`config.mk`:
```
export PLATFORM = sky130hd
export DESIGN_NAME = flash_cmd_if
export DESIGN_NICKNAME = d
export VERILOG_FILES = /design/src/rtl/fci_pkg.sv /design/src/rtl/fci_op_timer.sv /design/src/rtl/fci_lock_bank.sv /design/src/rtl/fci_seq.sv /design/src/rtl/flash_cmd_if.sv
export SDC_FILE = /design/constraint.sdc
export NUM_CORES = 1
export LEC_CHECK = 0
export CAP_MARGIN = 10
export CORE_MARGIN = 10
export CORE_UTILIZATION = 55
export DETAILED_ROUTE_END_ITERATION = 8
export PLACE_DENSITY = 0.87
export SYNTH_ARGS = -nofsm -noshare
export SYNTH_HDL_FRONTEND = slang
export SYNTH_SLANG_ARGS = --single-unit
```
`constraint.sdc`:
```
create_clock -name clk -period 2.5 [get_ports clk]
set_input_delay 0.5 -clock clk [delete_from_list [all_inputs] [get_ports clk]]
set_output_delay 0.5 -clock clk [all_outputs]
set_load 0.02 [all_outputs]
```
`src/rtl/fci_pkg.sv`:
```
package fci_pkg;

   typedef enum logic [1:0] {
      RM_ARRAY  = 2'd0,
      RM_STATUS = 2'd1,
      RM_IDENT  = 2'd2
   } rd_mode_e;

   typedef enum logic [1:0] {
      PD_NONE  = 2'd0,
      PD_ERASE = 2'd1,
      PD_PROG  = 2'd2,
      PD_LOCK  = 2'd3
   } pend_e;

   typedef enum logic [1:0] {
      LK_NONE   = 2'd0,
      LK_SET    = 2'd1,
      LK_CLEAR  = 2'd2,
      LK_FREEZE = 2'd3
   } lk_op_e;

   localparam logic [7:0] C_ERASE_SU = 8'h20;
   localparam logic [7:0] C_PROG_SU  = 8'h40;
   localparam logic [7:0] C_CONFIRM  = 8'hD0;
   localparam logic [7:0] C_SUSPEND  = 8'hB0;
   localparam logic [7:0] C_PROT_SU  = 8'h60;
   localparam logic [7:0] C_PROT_SET = 8'h01;
   localparam logic [7:0] C_PROT_DN  = 8'h2F;
   localparam logic [7:0] C_CLR_SR   = 8'h50;
   localparam logic [7:0] C_RD_SR    = 8'h70;
   localparam logic [7:0] C_RD_ID    = 8'h90;
   localparam logic [7:0] C_RD_ARR   = 8'hFF;

endpackage

```
`src/rtl/fci_op_timer.sv`:
```
module fci_op_timer #(
   parameter int CNT_W = 16,
   parameter int LEN   = 64
) (
   input  logic clk,
   input  logic rst_n,
   input  logic start,
   input  logic hold,
   output logic busy,
   output logic done
);

   localparam logic [CNT_W-1:0] ONE  = CNT_W'(1);
   localparam logic [CNT_W-1:0] LOAD = CNT_W'(LEN);

   logic [CNT_W-1:0] cnt_q;
   logic             busy_q;

   initial begin
      assert (LEN >= 2) else $error("operation length must be at least 2");
      assert (LEN < (2 ** CNT_W)) else $error("operation length exceeds counter");
   end

   assign busy = busy_q;
   assign done = busy_q & ~hold & (cnt_q == ONE);

   always_ff @(posedge clk or negedge rst_n) begin
      if (!rst_n) begin
         busy_q <= 1'b0;
         cnt_q  <= '0;
      end else if (start) begin
         busy_q <= 1'b1;
         cnt_q  <= LOAD;
      end else if (busy_q && !hold) begin
         cnt_q <= cnt_q - ONE;
         if (cnt_q == ONE) busy_q <= 1'b0;
      end
   end

   assert_hold_freezes_R5: assert property (@(posedge clk) disable iff (!rst_n)
      (busy_q && hold && !start) |=> (busy_q && $stable(cnt_q)));

endmodule

```
`src/rtl/fci_lock_bank.sv`:
```
module fci_lock_bank
   import fci_pkg::*;
#(
   parameter int NBLK         = 8,
   parameter int BLK_W        = 3,
   parameter bit RESET_LOCKED = 1'b1
) (
   input  logic              clk,
   input  logic              rst_n,
   input  logic              we,
   input  lk_op_e            op,
   input  logic [BLK_W-1:0]  blk,
   output logic [2*NBLK-1:0] state
);

   for (genvar b = 0; b < NBLK; b++) begin : g_blk
      logic [1:0] st_q;
      logic [1:0] rst_v;
      logic       hit;

      if (RESET_LOCKED) begin : g_rst_locked
         assign rst_v = 2'b01;
      end else begin : g_rst_open
         assign rst_v = 2'b00;
      end

      assign hit = we && (blk == BLK_W'(b));

      always_ff @(posedge clk or negedge rst_n) begin
         if (!rst_n) begin
            st_q <= rst_v;
         end else if (hit) begin
            unique case (op)
               LK_SET:    st_q <= {st_q[1], 1'b1};
               LK_CLEAR:  if (!st_q[1]) st_q <= 2'b00;
               LK_FREEZE: st_q <= 2'b11;
               default:   st_q <= st_q;
            endcase
         end
      end

      assign state[2*b +: 2] = st_q;

      assert_lockdown_sticky_R7: assert property (@(posedge clk) disable iff (!rst_n)
         (st_q == 2'b11) |=> (st_q == 2'b11));
   end

endmodule

```
`src/rtl/fci_seq.sv`:
```
module fci_seq
   import fci_pkg::*;
(
   input  logic       clk,
   input  logic       rst_n,
   input  logic       cmd_valid,
   input  logic [7:0] cmd_data,
   input  logic       blk_locked,
   input  logic       op_fail,
   input  logic       e_busy,
   input  logic       e_done,
   input  logic       p_busy,
   input  logic       p_done,
   output logic       e_start,
   output logic       p_start,
   output logic       e_hold,
   output logic       p_hold,
   output logic       lk_we,
   output lk_op_e     lk_op,
   output logic [7:0] status,
   output rd_mode_e   rd_mode
);

   pend_e    pend_q, pend_d;
   rd_mode_e mode_q, mode_d;
   logic     esusp_q, esusp_d;
   logic     psusp_q, psusp_d;
   logic     sr5_q, sr5_d;
   logic     sr4_q, sr4_d;
   logic     sr1_q, sr1_d;
   logic     e_run, p_run, running;

   assign e_run   = e_busy && !esusp_q;
   assign p_run   = p_busy && !psusp_q;
   assign running = e_run || p_run;

   always_comb begin
      pend_d  = pend_q;
      mode_d  = mode_q;
      esusp_d = esusp_q;
      psusp_d = psusp_q;
      sr5_d   = sr5_q;
      sr4_d   = sr4_q;
      sr1_d   = sr1_q;
      e_start = 1'b0;
      p_start = 1'b0;
      lk_we   = 1'b0;
      lk_op   = LK_NONE;

      if (e_done && op_fail) sr5_d = 1'b1;
      if (p_done && op_fail) sr4_d = 1'b1;

      if (cmd_valid) begin
         if (pend_q != PD_NONE) begin
            pend_d = PD_NONE;
            unique case (pend_q)
               PD_ERASE: begin
                  if (cmd_data != C_CONFIRM) begin
                     sr5_d = 1'b1;
                     sr4_d = 1'b1;
                  end else if (blk_locked) begin
                     sr5_d = 1'b1;
                     sr1_d = 1'b1;
                  end else begin
                     e_start = 1'b1;
                  end
               end
               PD_PROG: begin
                  if (blk_locked) begin
                     sr4_d = 1'b1;
                     sr1_d = 1'b1;
                  end else begin
                     p_start = 1'b1;
                  end
               end
               PD_LOCK: begin
                  lk_we = 1'b1;
                  unique case (cmd_data)
                     C_PROT_SET: lk_op = LK_SET;
                     C_CONFIRM:  lk_op = LK_CLEAR;
                     C_PROT_DN:  lk_op = LK_FREEZE;
                     default: begin
                        lk_we = 1'b0;
                        sr5_d = 1'b1;
                        sr4_d = 1'b1;
                     end
                  endcase
               end
               default: ;
            endcase
         end else if (running) begin
            if (cmd_data == C_SUSPEND) begin
               if (p_run) begin
                  if (!p_done) psusp_d = 1'b1;
               end else if (!e_done) begin
                  esusp_d = 1'b1;
               end
            end else if (cmd_data == C_RD_SR) begin
               mode_d = RM_STATUS;
            end
         end else begin
            unique case (cmd_data)
               C_ERASE_SU: if (!e_busy && !psusp_q) begin
                  pend_d = PD_ERASE;
                  mode_d = RM_STATUS;
               end
               C_PROG_SU: if (!p_busy) begin
                  pend_d = PD_PROG;
                  mode_d = RM_STATUS;
               end
               C_PROT_SU: begin
                  if (psusp_q) begin
                     sr5_d = 1'b1;
                     sr4_d = 1'b1;
                  end else begin
                     pend_d = PD_LOCK;
                  end
               end
               C_CONFIRM: begin
                  if (psusp_q)      psusp_d = 1'b0;
                  else if (esusp_q) esusp_d = 1'b0;
               end
               C_CLR_SR: begin
                  sr5_d = 1'b0;
                  sr4_d = 1'b0;
                  sr1_d = 1'b0;
               end
               C_RD_SR:  mode_d = RM_STATUS;
               C_RD_ID:  mode_d = RM_IDENT;
               C_RD_ARR: mode_d = RM_ARRAY;
               default: ;
            endcase
         end
      end
   end

   always_ff @(posedge clk or negedge rst_n) begin
      if (!rst_n) begin
         pend_q  <= PD_NONE;
         mode_q  <= RM_ARRAY;
         esusp_q <= 1'b0;
         psusp_q <= 1'b0;
         sr5_q   <= 1'b0;
         sr4_q   <= 1'b0;
         sr1_q   <= 1'b0;
      end else begin
         pend_q  <= pend_d;
         mode_q  <= mode_d;
         esusp_q <= esusp_d;
         psusp_q <= psusp_d;
         sr5_q   <= sr5_d;
         sr4_q   <= sr4_d;
         sr1_q   <= sr1_d;
      end
   end

   assign e_hold  = esusp_q;
   assign p_hold  = psusp_q;
   assign rd_mode = mode_q;
   assign status  = {~running, esusp_q, sr5_q, sr4_q, 1'b0, psusp_q, sr1_q, 1'b0};

   assert_sr4_sticky_R11: assert property (@(posedge clk) disable iff (!rst_n)
      (status[4] && !(cmd_valid && cmd_data == C_CLR_SR)) |=> status[4]);

   assert_sr5_sticky_R11: assert property (@(posedge clk) disable iff (!rst_n)
      (status[5] && !(cmd_valid && cmd_data == C_CLR_SR)) |=> status[5]);

   assert_no_prot_in_psusp_R9: assert property (@(posedge clk) disable iff (!rst_n)
      psusp_q |-> !lk_we);

   assert_one_runner_R13: assert property (@(posedge clk) disable iff (!rst_n)
      $onehot0({e_run, p_run}));

endmodule

```
`src/rtl/flash_cmd_if.sv`:
```
module flash_cmd_if
   import fci_pkg::*;
#(
   parameter int NBLK         = 8,
   parameter int CNT_W        = 16,
   parameter int ERASE_CYC    = 64,
   parameter int PROG_CYC     = 16,
   parameter bit RESET_LOCKED = 1'b1
) (
   input  logic                    clk,
   input  logic                    rst_n,
   input  logic                    cmd_valid,
   input  logic [7:0]              cmd_data,
   input  logic [$clog2(NBLK)-1:0] cmd_blk,
   input  logic                    op_fail,
   output logic [7:0]              status,
   output logic [1:0]              rd_mode,
   output logic [2*NBLK-1:0]       lock_state
);

   localparam int BLK_W = $clog2(NBLK);

   initial begin
      assert (NBLK >= 2) else $error("at least two blocks required");
      assert (CNT_W >= 2) else $error("counter too narrow");
   end

   logic     e_start, p_start, e_hold, p_hold;
   logic     e_busy, p_busy, e_done, p_done;
   logic     lk_we, blk_locked;
   lk_op_e   lk_op;
   rd_mode_e mode_w;

   assign blk_locked = lock_state[{cmd_blk, 1'b0}];
   assign rd_mode    = mode_w;

   fci_seq u_seq (
      .clk        (clk),
      .rst_n      (rst_n),
      .cmd_valid  (cmd_valid),
      .cmd_data   (cmd_data),
      .blk_locked (blk_locked),
      .op_fail    (op_fail),
      .e_busy     (e_busy),
      .e_done     (e_done),
      .p_busy     (p_busy),
      .p_done     (p_done),
      .e_start    (e_start),
      .p_start    (p_start),
      .e_hold     (e_hold),
      .p_hold     (p_hold),
      .lk_we      (lk_we),
      .lk_op      (lk_op),
      .status     (status),
      .rd_mode    (mode_w)
   );

   fci_op_timer #(.CNT_W(CNT_W), .LEN(ERASE_CYC)) u_erase_tmr (
      .clk   (clk),
      .rst_n (rst_n),
      .start (e_start),
      .hold  (e_hold),
      .busy  (e_busy),
      .done  (e_done)
   );

   fci_op_timer #(.CNT_W(CNT_W), .LEN(PROG_CYC)) u_prog_tmr (
      .clk   (clk),
      .rst_n (rst_n),
      .start (p_start),
      .hold  (p_hold),
      .busy  (p_busy),
      .done  (p_done)
   );

   fci_lock_bank #(.NBLK(NBLK), .BLK_W(BLK_W), .RESET_LOCKED(RESET_LOCKED)) u_locks (
      .clk   (clk),
      .rst_n (rst_n),
      .we    (lk_we),
      .op    (lk_op),
      .blk   (cmd_blk),
      .state (lock_state)
   );

endmodule

```
* Word level (Yosys, flattened, before mapping)
Index checks and enable logic that the tools add are counted.
** Word-level totals
- Logic and storage cells :: 235
- Output and inout port bits :: 26
- Register bits after elaboration :: 59
- Input port bits :: 15
** Cells by class
- Magnitude comparators :: 1
- Reduce and logical (&&, ||, !) cells :: 53
- Equality and inequality tests :: 51
- Mux-type cells :: 92
- Add/sub/neg operators :: 2
- Bitwise gates (word level) :: 9
** Operator list (count)
- 2-to-1 mux 16 bit :: 4
- one-hot mux 2 bit (3 select lines) :: 10
- 2-to-1 mux 1 bit :: 51
- AND reduction 3 bit :: 16
- 2-to-1 mux 2 bit :: 20
- equality test 16 x 1 -> 1 bit, second input constant :: 2
- equality test 8 x 7 -> 1 bit, second input constant :: 4
- equality test 8 bit, second input constant :: 4
- != test 2 bit, second input constant :: 16
- subtractor 16 x 1 -> 16 bit, second input constant :: 2
- equality test 8 x 6 -> 1 bit, second input constant :: 2
- nonzero test 2 bit :: 8
- != test 3 bit, second input constant :: 5
- AND reduction 7 bit :: 2
- logical AND 1 bit :: 13
- equality test 3 bit, second input constant :: 4
- AND reduction 6 bit :: 2
- one-hot mux 2 bit (5 select lines) :: 1
- equality test 2 bit, second input constant :: 4
- equality test 8 x 1 -> 1 bit, second input constant :: 1
- != test 8 bit, second input constant :: 1
- one-hot mux 1 bit (2 select lines) :: 4
- equality test 3 x 2 -> 1 bit, second input constant :: 2
- != test 3 x 1 -> 1 bit, second input constant :: 2
- 17 further kinds :: 28

* Depth between registers and ports, before layout
Gate-level depths: netlist of the first run.
- Depth after elaboration :: 10
- Gate-level depth with buffers :: 7
- Mapped depth without buffers :: 7

* By module
Synthesis of the first run repeated with hierarchy kept, for this count alone.
** Second synthesis, totals
- Cell total of the unflattened synthesis :: 362
- Area, all modules :: 3601.0 µm²
** Modules (own cells, without submodules)
- fci_seq :: area each 1031.0 µm², times used 1, seq. area each 225.2 µm², cells each 125
- fci_op_timer (u_prog_tmr) :: area each 913.4 µm², times used 1, seq. area each 425.4 µm², cells each 90
- fci_op_timer (u_erase_tmr) :: area each 874.6 µm², times used 1, seq. area each 425.4 µm², cells each 88
- fci_lock_bank :: area each 718.2 µm², times used 1, seq. area each 410.4 µm², cells each 56
- flash_cmd_if :: area each 63.8 µm², times used 1, seq. area each 0.0 µm², cells each 3

* Worst setup path before layout of the first run
OpenSTA, ideal clock, no wires.
- Path type :: input to register
- From :: input port cmd_data[1]
- To :: register u_seq.mode_q[1], in the netlist u_seq.rd_mode[1]
- Arrival :: 2212 ps
- Path buffers :: 1
- Library setup time :: 128 ps
- Data required time :: 2372 ps
- Setup slack :: 161 ps
- Stages on the path :: 6
- Cell sequence :: or4_1 clkbuf_1 a2111oi_0 a31oi_1 a2111o_1 mux2_1
** On the way
- Cells in the longest elaborated chain, start to end :: 3
- Elaborated cells on any way between the ends :: 14
- Those cells by class :: eq/ne (10); mux (2); reduce/logical (2)
** Ends and longest elaborated chain
- start, declared :: line flash_cmd_if.sv:13 : input logic [7:0] cmd_data,
- equality test 8 x 7 -> 1 bit (tied with other cells) :: line fci_seq.sv:102 : unique case (cmd_data)
- != test 3 bit (no source line) (tied with other cells)
- AND reduction 7 bit (no source line) / 2-to-1 mux 2 bit (equally long branches)
- end signal, assigned :: line fci_seq.sv:148 : mode_q <= mode_d;
- end, declared :: line fci_seq.sv:25 : rd_mode_e mode_q, mode_d;
Several ways; a longest one is shown, not always the timed one.
A chain may end at the register's enable or synchronous reset.

* Final worst setup path of the first run
- From :: register u_erase_tmr.cnt_q[8]
- To :: register u_seq.esusp_q, in the netlist u_seq.e_hold
** On the way
- Cells in the longest elaborated chain, start to end :: 4
** Ends and longest elaborated chain
- start, declared :: line fci_op_timer.sv:16 : logic [CNT_W-1:0] cnt_q;
- start signal, assigned :: line fci_op_timer.sv:35 : cnt_q <= cnt_q - ONE;
- equality test 16 x 1 -> 1 bit :: line fci_op_timer.sv:25 : assign done = busy_q & ~hold & (cnt_q == ONE);
- bitwise AND 1 bit :: line fci_op_timer.sv:25
- != test 2 bit (no source line)
- AND reduction 7 bit (no source line)
- end signal, assigned :: line fci_seq.sv:149 : esusp_q <= esusp_d;
- end, declared :: line fci_seq.sv:26 : logic esusp_q, esusp_d;
Every way passes these cells.

==> impl_metrics.env, run 1 <==
export IMPL_num_rows=28
export IMPL_cpMostUsedCell="or4_4"
export IMPL_fp_dieW_um=97.5
export IMPL_tns_ns=0
export IMPL_antenna_found_initial=0
export IMPL_p_leak_nw=1.75
export IMPL_vdd_ir_drop_max_mv=0.418
export IMPL_dp_hpwl_um=6110
export IMPL_synth_area_um2=3300
export IMPL_arrival_ns=2.61
export IMPL_diodes=0
export IMPL_crit_path_top_delay_cell="or4_4"
export IMPL_viasPerCell=5.87
export IMPL_clock_tree_buffer_depth=2
export IMPL_numClockSinks=59
export IMPL_period_minus_slack_ns=2.41
export IMPL_finalHoldViolCount=0
export IMPL_crit_fanout=5
export IMPL_clock_skew_ns=0.0108
export IMPL_rsz0062_at_grt="no"
export IMPL_dr_pass1_iters=5
export IMPL_tritoncts="yes"
export IMPL_ys_warn_count=0
export IMPL_port_buffers=38
export IMPL_status="finished clean"
export IMPL_postSynthCellCount=344
export IMPL_die_h_um=97.5
export IMPL_ys_flop_type="dfrtp_1"
export IMPL_grt_ovfl_total=0
export IMPL_grt_pass1_wl_um=14000
export IMPL_start_util=0.561
export IMPL_fin_crit_sh=0.964
export IMPL_power_density_nw_per_um2=730
export IMPL_clk_pin_slew_ns=0.06
export IMPL_ant_nets=0
export IMPL_grt_pass1_vias=2997
export IMPL_nets=439
export IMPL_final_cell_area_um2=4210
export IMPL_finalSetupViolCount=0
export IMPL_detail_route_wl_per_cell_um=16.7
export IMPL_drtIter0Drc=148
export IMPL_root_buffer="clkbuf_8"
export IMPL_h_tree_depth=3
export IMPL_place_gp_congestion=0.901
export IMPL_crit_path_start_kind="flop"
export IMPL_synthToLayoutAreaGrowth_pct=27.6
export IMPL_dp_cells=479
export IMPL_clk_latency_ns=0.34
export IMPL_worstSetupEndpointType="flop"
export IMPL_cp_cell_sequence="or4_4, or4_4, or4b_4, a21oi_1, a2111oi_0"
export IMPL_place_area_um2=4010
export IMPL_wirelength_um=8270
export IMPL_worst_pin_slew_ns=0.586
export IMPL_maxCapViolCount=0
export IMPL_synth_seq_cells=59
export IMPL_r2r_setup_slack_ns=0.09
export IMPL_synth_edf_count=0
export IMPL_critical_path_max_stage_delay_ns=0.58
export IMPL_finish_utilization=0.716
export IMPL_holdWs_ns=0.487
export IMPL_path_buf_inv=0
export IMPL_syn_area_per_cell_um2=9.59
export IMPL_max_freq_ghz=0.415
export IMPL_num_fill_cells=429
export IMPL_maxSlewHeadroom=0.604
export IMPL_slew_violations=0
export IMPL_post_cts_buffers=0
export IMPL_grt_use_total=0.173
export IMPL_dr_total_vias=2905
export IMPL_numCtsBuffers=9
export IMPL_synth_cell_types=56
export IMPL_min_path_type="reg2reg"
export IMPL_path_class="reg2reg"
export IMPL_core_um2=5890
export IMPL_fin_cells=495
export IMPL_io_pins=41
export IMPL_crit_family="simple AND/OR/NAND/NOR gates"
export IMPL_ys_seq_area_frac=0.450
export IMPL_drc=0
export IMPL_die_area_um2=9500
export IMPL_grt_max_degree=30
export IMPL_async_flop_share=1.00
export IMPL_cp_required_ns=2.70
export IMPL_drive_gt1_frac=0.174
-- worst min-delay path: stages (launching register included) --
cell	delay [ns]
dfstp_2	0.37
o31ai_1	0.05
o21ai_1	0.06
-- cell type report --
class | count | area [µm²] | share of cell area
clock buffer | 13 | 159 | 0.0377
clock inverter | 2 | 35.0 | 0.00832
inverter | 10 | 37.5 | 0.00891
multi-input combinational | 255 | 1670 | 0.398
sequential | 59 | 1490 | 0.353
tap | 75 | 93.8 | 0.0223
timing repair buffer | 81 | 726 | 0.172
-- power by group --
part           leakage (nW)  switching [mW]  total [mW]  internal [mW]
clock                0.0995           0.359       0.867          0.508
combinational         0.972           0.498       0.912          0.415
sequential            0.674           0.163        1.30           1.13
-- state kept, by name, indices dropped and copies added, names as in the netlist --
register            cells
u_prog_tmr.busy         1
u_erase_tmr.cnt_q      16
u_seq.sr5_q             1
u_seq.e_hold            1
u_seq.pend_q            2
u_prog_tmr.cnt_q       16
u_locks.g_blk.st_q     16
u_erase_tmr.busy        1
u_seq.sr1_q             1
u_seq.p_hold            1
u_seq.sr4_q             1
u_seq.rd_mode           2
-- cells in the mapped netlist (3+ instances only) --
cell type   n  area share
buf_4       7       0.016
nor4_1      9       0.017
nand3_1     7       0.011
and3_1      3      0.0057
o31ai_1    10       0.023
or4_1       5       0.011
nor2_1     42       0.048
nor3_1     18       0.027
dfrtp_1    51        0.39
o21ai_1    10       0.015
mux2i_1     4       0.012
clkbuf_1   13       0.015
xnor2_1    19       0.050
inv_1       9       0.010
a211oi_1    3      0.0068
a21o_1      9       0.020
nand2_1    19       0.022
o41ai_1     4       0.011
ha_1        8       0.030
or3_1       5      0.0095
nor4b_1     3      0.0080
nand2b_1   11       0.021
a21oi_1     9       0.014
nor2b_1     8       0.015
dfstp_2     8       0.064
xor2_1      6       0.016
-- stage by stage --
stage	worst slack [ns]	total power, mW
2_1_floorplan	0.161	1.91
3_3_place_gp	-0.161	2.15
3_5_place_dp	-0.244	2.20
4_1_cts	0.0898	3.08
5_1_grt	0.00648	3.25
6_report	0.0900	3.07
-- cell families after synthesis --
family          Yosys count  synth area share
mux                       7            0.0292
compound gates           62             0.132
simple gates            151             0.247
fa+ha+maj                 8            0.0303
xor+xnor                 25            0.0663
flops                    59             0.450
other cells               1           0.00114
buf+inv                  31            0.0436
-- path summary, 6_finish.rpt --
kind,startpoint,to,depth (start not counted)
worst max-delay path,u_erase_tmr.cnt_q[8]$_DFFE_PN0P_,u_seq.e_hold$_DFFE_PN0P_,5
worst min-delay path,u_locks.g_blk[4].st_q[0]$_DFFE_PN1P_,u_locks.g_blk[4].st_q[0]$_DFFE_PN1P_,2
worst max register to register,u_erase_tmr.cnt_q[8]$_DFFE_PN0P_,u_seq.e_hold$_DFFE_PN0P_,5
worst min register to register,u_locks.g_blk[4].st_q[0]$_DFFE_PN1P_,u_locks.g_blk[4].st_q[0]$_DFFE_PN1P_,2
max in group asynchronous,rst_n,u_erase_tmr.cnt_q[1]$_DFFE_PN0P_,3
min in group asynchronous,rst_n,u_seq.pend_q[0]$_DFFE_PN0P_,2
-- cells in the final DEF (no fill, tap or decap), types with 5 or more instances in the layout --
master	instances
a21o_1	9
a21oi_1	9
buf_4	40
clkbuf_8	11
clkdlybuf4s50_1	37
dfrtp_1	51
dfstp_2	8
ha_1	8
inv_1	9
nand2_1	19
nand2b_1	11
nand3_1	7
nor2_1	42
nor2b_1	8
nor3_1	18
nor4_1	9
o21ai_1	10
o31ai_1	10
or3_1	5
or4_1	5
xnor2_1	19
xor2_1	6
-- per-layer routing --
layer	vias up	routed length, µm	global-route usage
met5	-	0	0
met4	0	161	0.0727
met3	18	470	0.0377
met2	88	4330	0.308
met1	1421	3310	0.194
li1	1378	-	-
-- repair_timing --
| item | CTS | global route |
|---|---|---|
| endpoints found under the hold margin | 5 | 0 |
| hold buffers | 1 | 0 |
| resized for setup | 0 | 0 |
| endpoints found under the setup margin | 0 | 0 |
(Power assumes the default switching activity.)
==> run 2, diff against run 1 <==
--- a/config.mk
+++ b/config.mk
@@ -9,6 +9,7 @@
 export CORE_MARGIN = 10
 export CORE_UTILIZATION = 55
 export DETAILED_ROUTE_END_ITERATION = 8
+export GPL_ROUTABILITY_DRIVEN = 0
 export PLACE_DENSITY = 0.87
 export SYNTH_ARGS = -nofsm -noshare
 export SYNTH_HDL_FRONTEND = slang
==> run 2 against run 1 <==
- wire length grew 3.3%
- critical path depth grew 3
- sequential cell count is the same
- global-route usage grew 0.60 points
- sequential power is essentially flat
- die area is the same
- largest power group unchanged
- highest routed layer unchanged
==> impl_metrics.env, run 2 (synthesis gave the netlist of run 1 again) <==
export IMPL_drc=0
export IMPL_dr_pass1_iters=4
export IMPL_finish_utilization=0.717
export IMPL_preCtsSetupSlack_ns=-0.245
export IMPL_finalPower_mw=3.09
export IMPL_num_fill_cells=400
export IMPL_min_path_type="in2async"
export IMPL_vdd_ir_drop_max_mv=0.409
export IMPL_port_buffers=38
export IMPL_nets=438
export IMPL_drive_gt1_frac=0.176
export IMPL_dp_hpwl_um=6090
export IMPL_max_freq_ghz=0.401
export IMPL_place_area_um2=4020
export IMPL_cp_cell_sequence="clkdlybuf4s50_1, or4_1, buf_4, nor3_1, buf_4, nand3_1, o31ai_1, o21ai_1"
export IMPL_clk_pin_slew_ns=0.06
export IMPL_clock_skew_ns=0.00653
export IMPL_die_area_um2=9500
export IMPL_dp_cells=479
export IMPL_io_pins=41
export IMPL_numClockSinks=59
export IMPL_holdWs_ns=0.202
export IMPL_finalWorstSetupSlack_ns=0.00313
export IMPL_maxSlewHeadroom=0.542
export IMPL_tritoncts="yes"
export IMPL_grt_pass1_wl_um=14300
export IMPL_clock_tree_buffer_depth=2
export IMPL_post_cts_buffers=0
export IMPL_crit_path_top_delay_cell="or4_1"
export IMPL_finalSetupViolCount=0
export IMPL_num_rows=28
export IMPL_tns_ns=0
export IMPL_crit_fanout=5
export IMPL_start_util=0.561
export IMPL_path_class="in2reg"
export IMPL_drtIter0Drc=205
export IMPL_final_cell_area_um2=4220
export IMPL_cp_required_ns=2.75
export IMPL_ant_nets=0
export IMPL_wirelength_um=8540
export IMPL_fp_dieW_um=97.5
export IMPL_grt_pass1_vias=2935
export IMPL_root_buffer="clkbuf_8"
export IMPL_reg_top3="u_erase_tmr.cnt_q (16), u_locks.g_blk.st_q (16), u_prog_tmr.cnt_q (16)"
export IMPL_crit_path_start_kind="primary input"
export IMPL_die_h_um=97.5
export IMPL_antenna_found_initial=0
export IMPL_viasPerCell=6.00
export IMPL_finalHoldViolCount=0
export IMPL_core_um2=5890
export IMPL_fin_crit_sh=0.999
export IMPL_fin_cells=495
export IMPL_layout_commonest_cell="dfrtp_1"
export IMPL_grt_max_degree=32
export IMPL_worst_pin_slew_ns=0.687
export IMPL_power_density_nw_per_um2=731
export IMPL_maxCapViolCount=0
export IMPL_status="finished clean"
export IMPL_diodes=0
export IMPL_slew_violations=0
export IMPL_cpMostUsedCell="buf_4"
export IMPL_worstSetupEndpointType="flop"
export IMPL_layout_common_cells="dfrtp_1 (51), nor2_1 (42), buf_4 (39)"
export IMPL_grt_use_total=0.179
export IMPL_detail_route_wl_per_cell_um=17.3
export IMPL_period_minus_slack_ns=2.50
export IMPL_synthToLayoutAreaGrowth_pct=27.9
export IMPL_critical_path_max_stage_delay_ns=0.60
export IMPL_arrival_ns=2.75
export IMPL_p_leak_nw=1.74
export IMPL_grt_ovfl_total=0
export IMPL_clk_latency_ns=0.34
export IMPL_dr_total_vias=2970
export IMPL_h_tree_depth=3
export IMPL_numCtsBuffers=9
==> run 2: cell count changes in the layout (fill, tap and decap cells not counted) <==
cell / before / now
buf_12: 2 / 3
buf_4: 40 / 39
clkbuf_1: 2 / 4
clkbuf_8: 11 / 10
dlygate4sd3_1: 1 / 0
o41ai_1: 4 / 2
o41ai_2: 0 / 2
==> run 2: layer usage <==
layer / GRT usage / wire length (µm) / vias to the layer above / part of all wire
li1: - / - / 1381 / -
met1: 0.204 / 3420 / 1457 / 0.40
met2: 0.306 / 4340 / 105 / 0.51
met3: 0.0384 / 501 / 27 / 0.059
met4: 0.0951 / 272 / 0 / 0.032
met5: 0 / 0 / - / 0
==> run 2: critical path: cells and delay by family <==
family / cells / cell delay, ns
and+or+nand+nor: 3 / 0.99
buffers and inverters: 3 / 0.78
AOI/OAI and AO/OA: 2 / 0.48
==> run 2: area by class of cell <==
class	instances	area [µm²]	area share
inverter	10	37.5	0.00889
sequential	59	1490	0.352
timing repair buffer	80	728	0.172
multi-input combinational	255	1690	0.400
clock inverter	2	35.0	0.00830
clock buffer	14	153	0.0361
tap	75	93.8	0.0222
==> run 2: what timing repair did <==
item / in CTS / in global routing
endpoints found under the hold margin: 0 / 0
hold buffers: 0 / 0
gates resized for setup: 0 / 2
setup endpoints to repair: 0 / 2
==> run 2: final timing paths <==
check | slack (ns) | cells past startpoint | end | from
worst max-delay path | 0.003 | 8 | u_locks.g_blk[3].st_q[0]$_DFFE_PN1P_ | cmd_data[1]
worst min-delay path | 0.20 | 1 | u_seq.pend_q[0]$_DFFE_PN0P_ | rst_n
worst max register to register | 0.11 | 5 | u_seq.e_hold$_DFFE_PN0P_ | u_erase_tmr.cnt_q[8]$_DFFE_PN0P_
worst min register to register | 0.48 | 2 | u_locks.g_blk[0].st_q[0]$_DFFE_PN1P_ | u_locks.g_blk[0].st_q[0]$_DFFE_PN1P_
max in group asynchronous | 1.70 | 2 | u_prog_tmr.cnt_q[2]$_DFFE_PN0P_ | rst_n
min in group clk | 0.48 | 2 | u_locks.g_blk[0].st_q[0]$_DFFE_PN1P_ | u_locks.g_blk[0].st_q[0]$_DFFE_PN1P_
==> run 2: power by group <==
part | internal [mW] | switching [mW] | leakage, nW | total [mW]
Sequential | 1.13 | 0.167 | 0.674 | 1.30
Clock | 0.488 | 0.358 | 0.0947 | 0.846
Combinational | 0.424 | 0.515 | 0.974 | 0.939
==> run 3, diff against run 2 <==
--- a/config.mk
+++ b/config.mk
@@ -5,7 +5,7 @@
 export SDC_FILE = /design/constraint.sdc
 export NUM_CORES = 1
 export LEC_CHECK = 0
-export CAP_MARGIN = 10
+export CAP_MARGIN = 20
 export CORE_MARGIN = 10
 export CORE_UTILIZATION = 55
 export DETAILED_ROUTE_END_ITERATION = 8
==> results of run 3 <==
Final layout, timing and power as in run 2 (identical DEF).
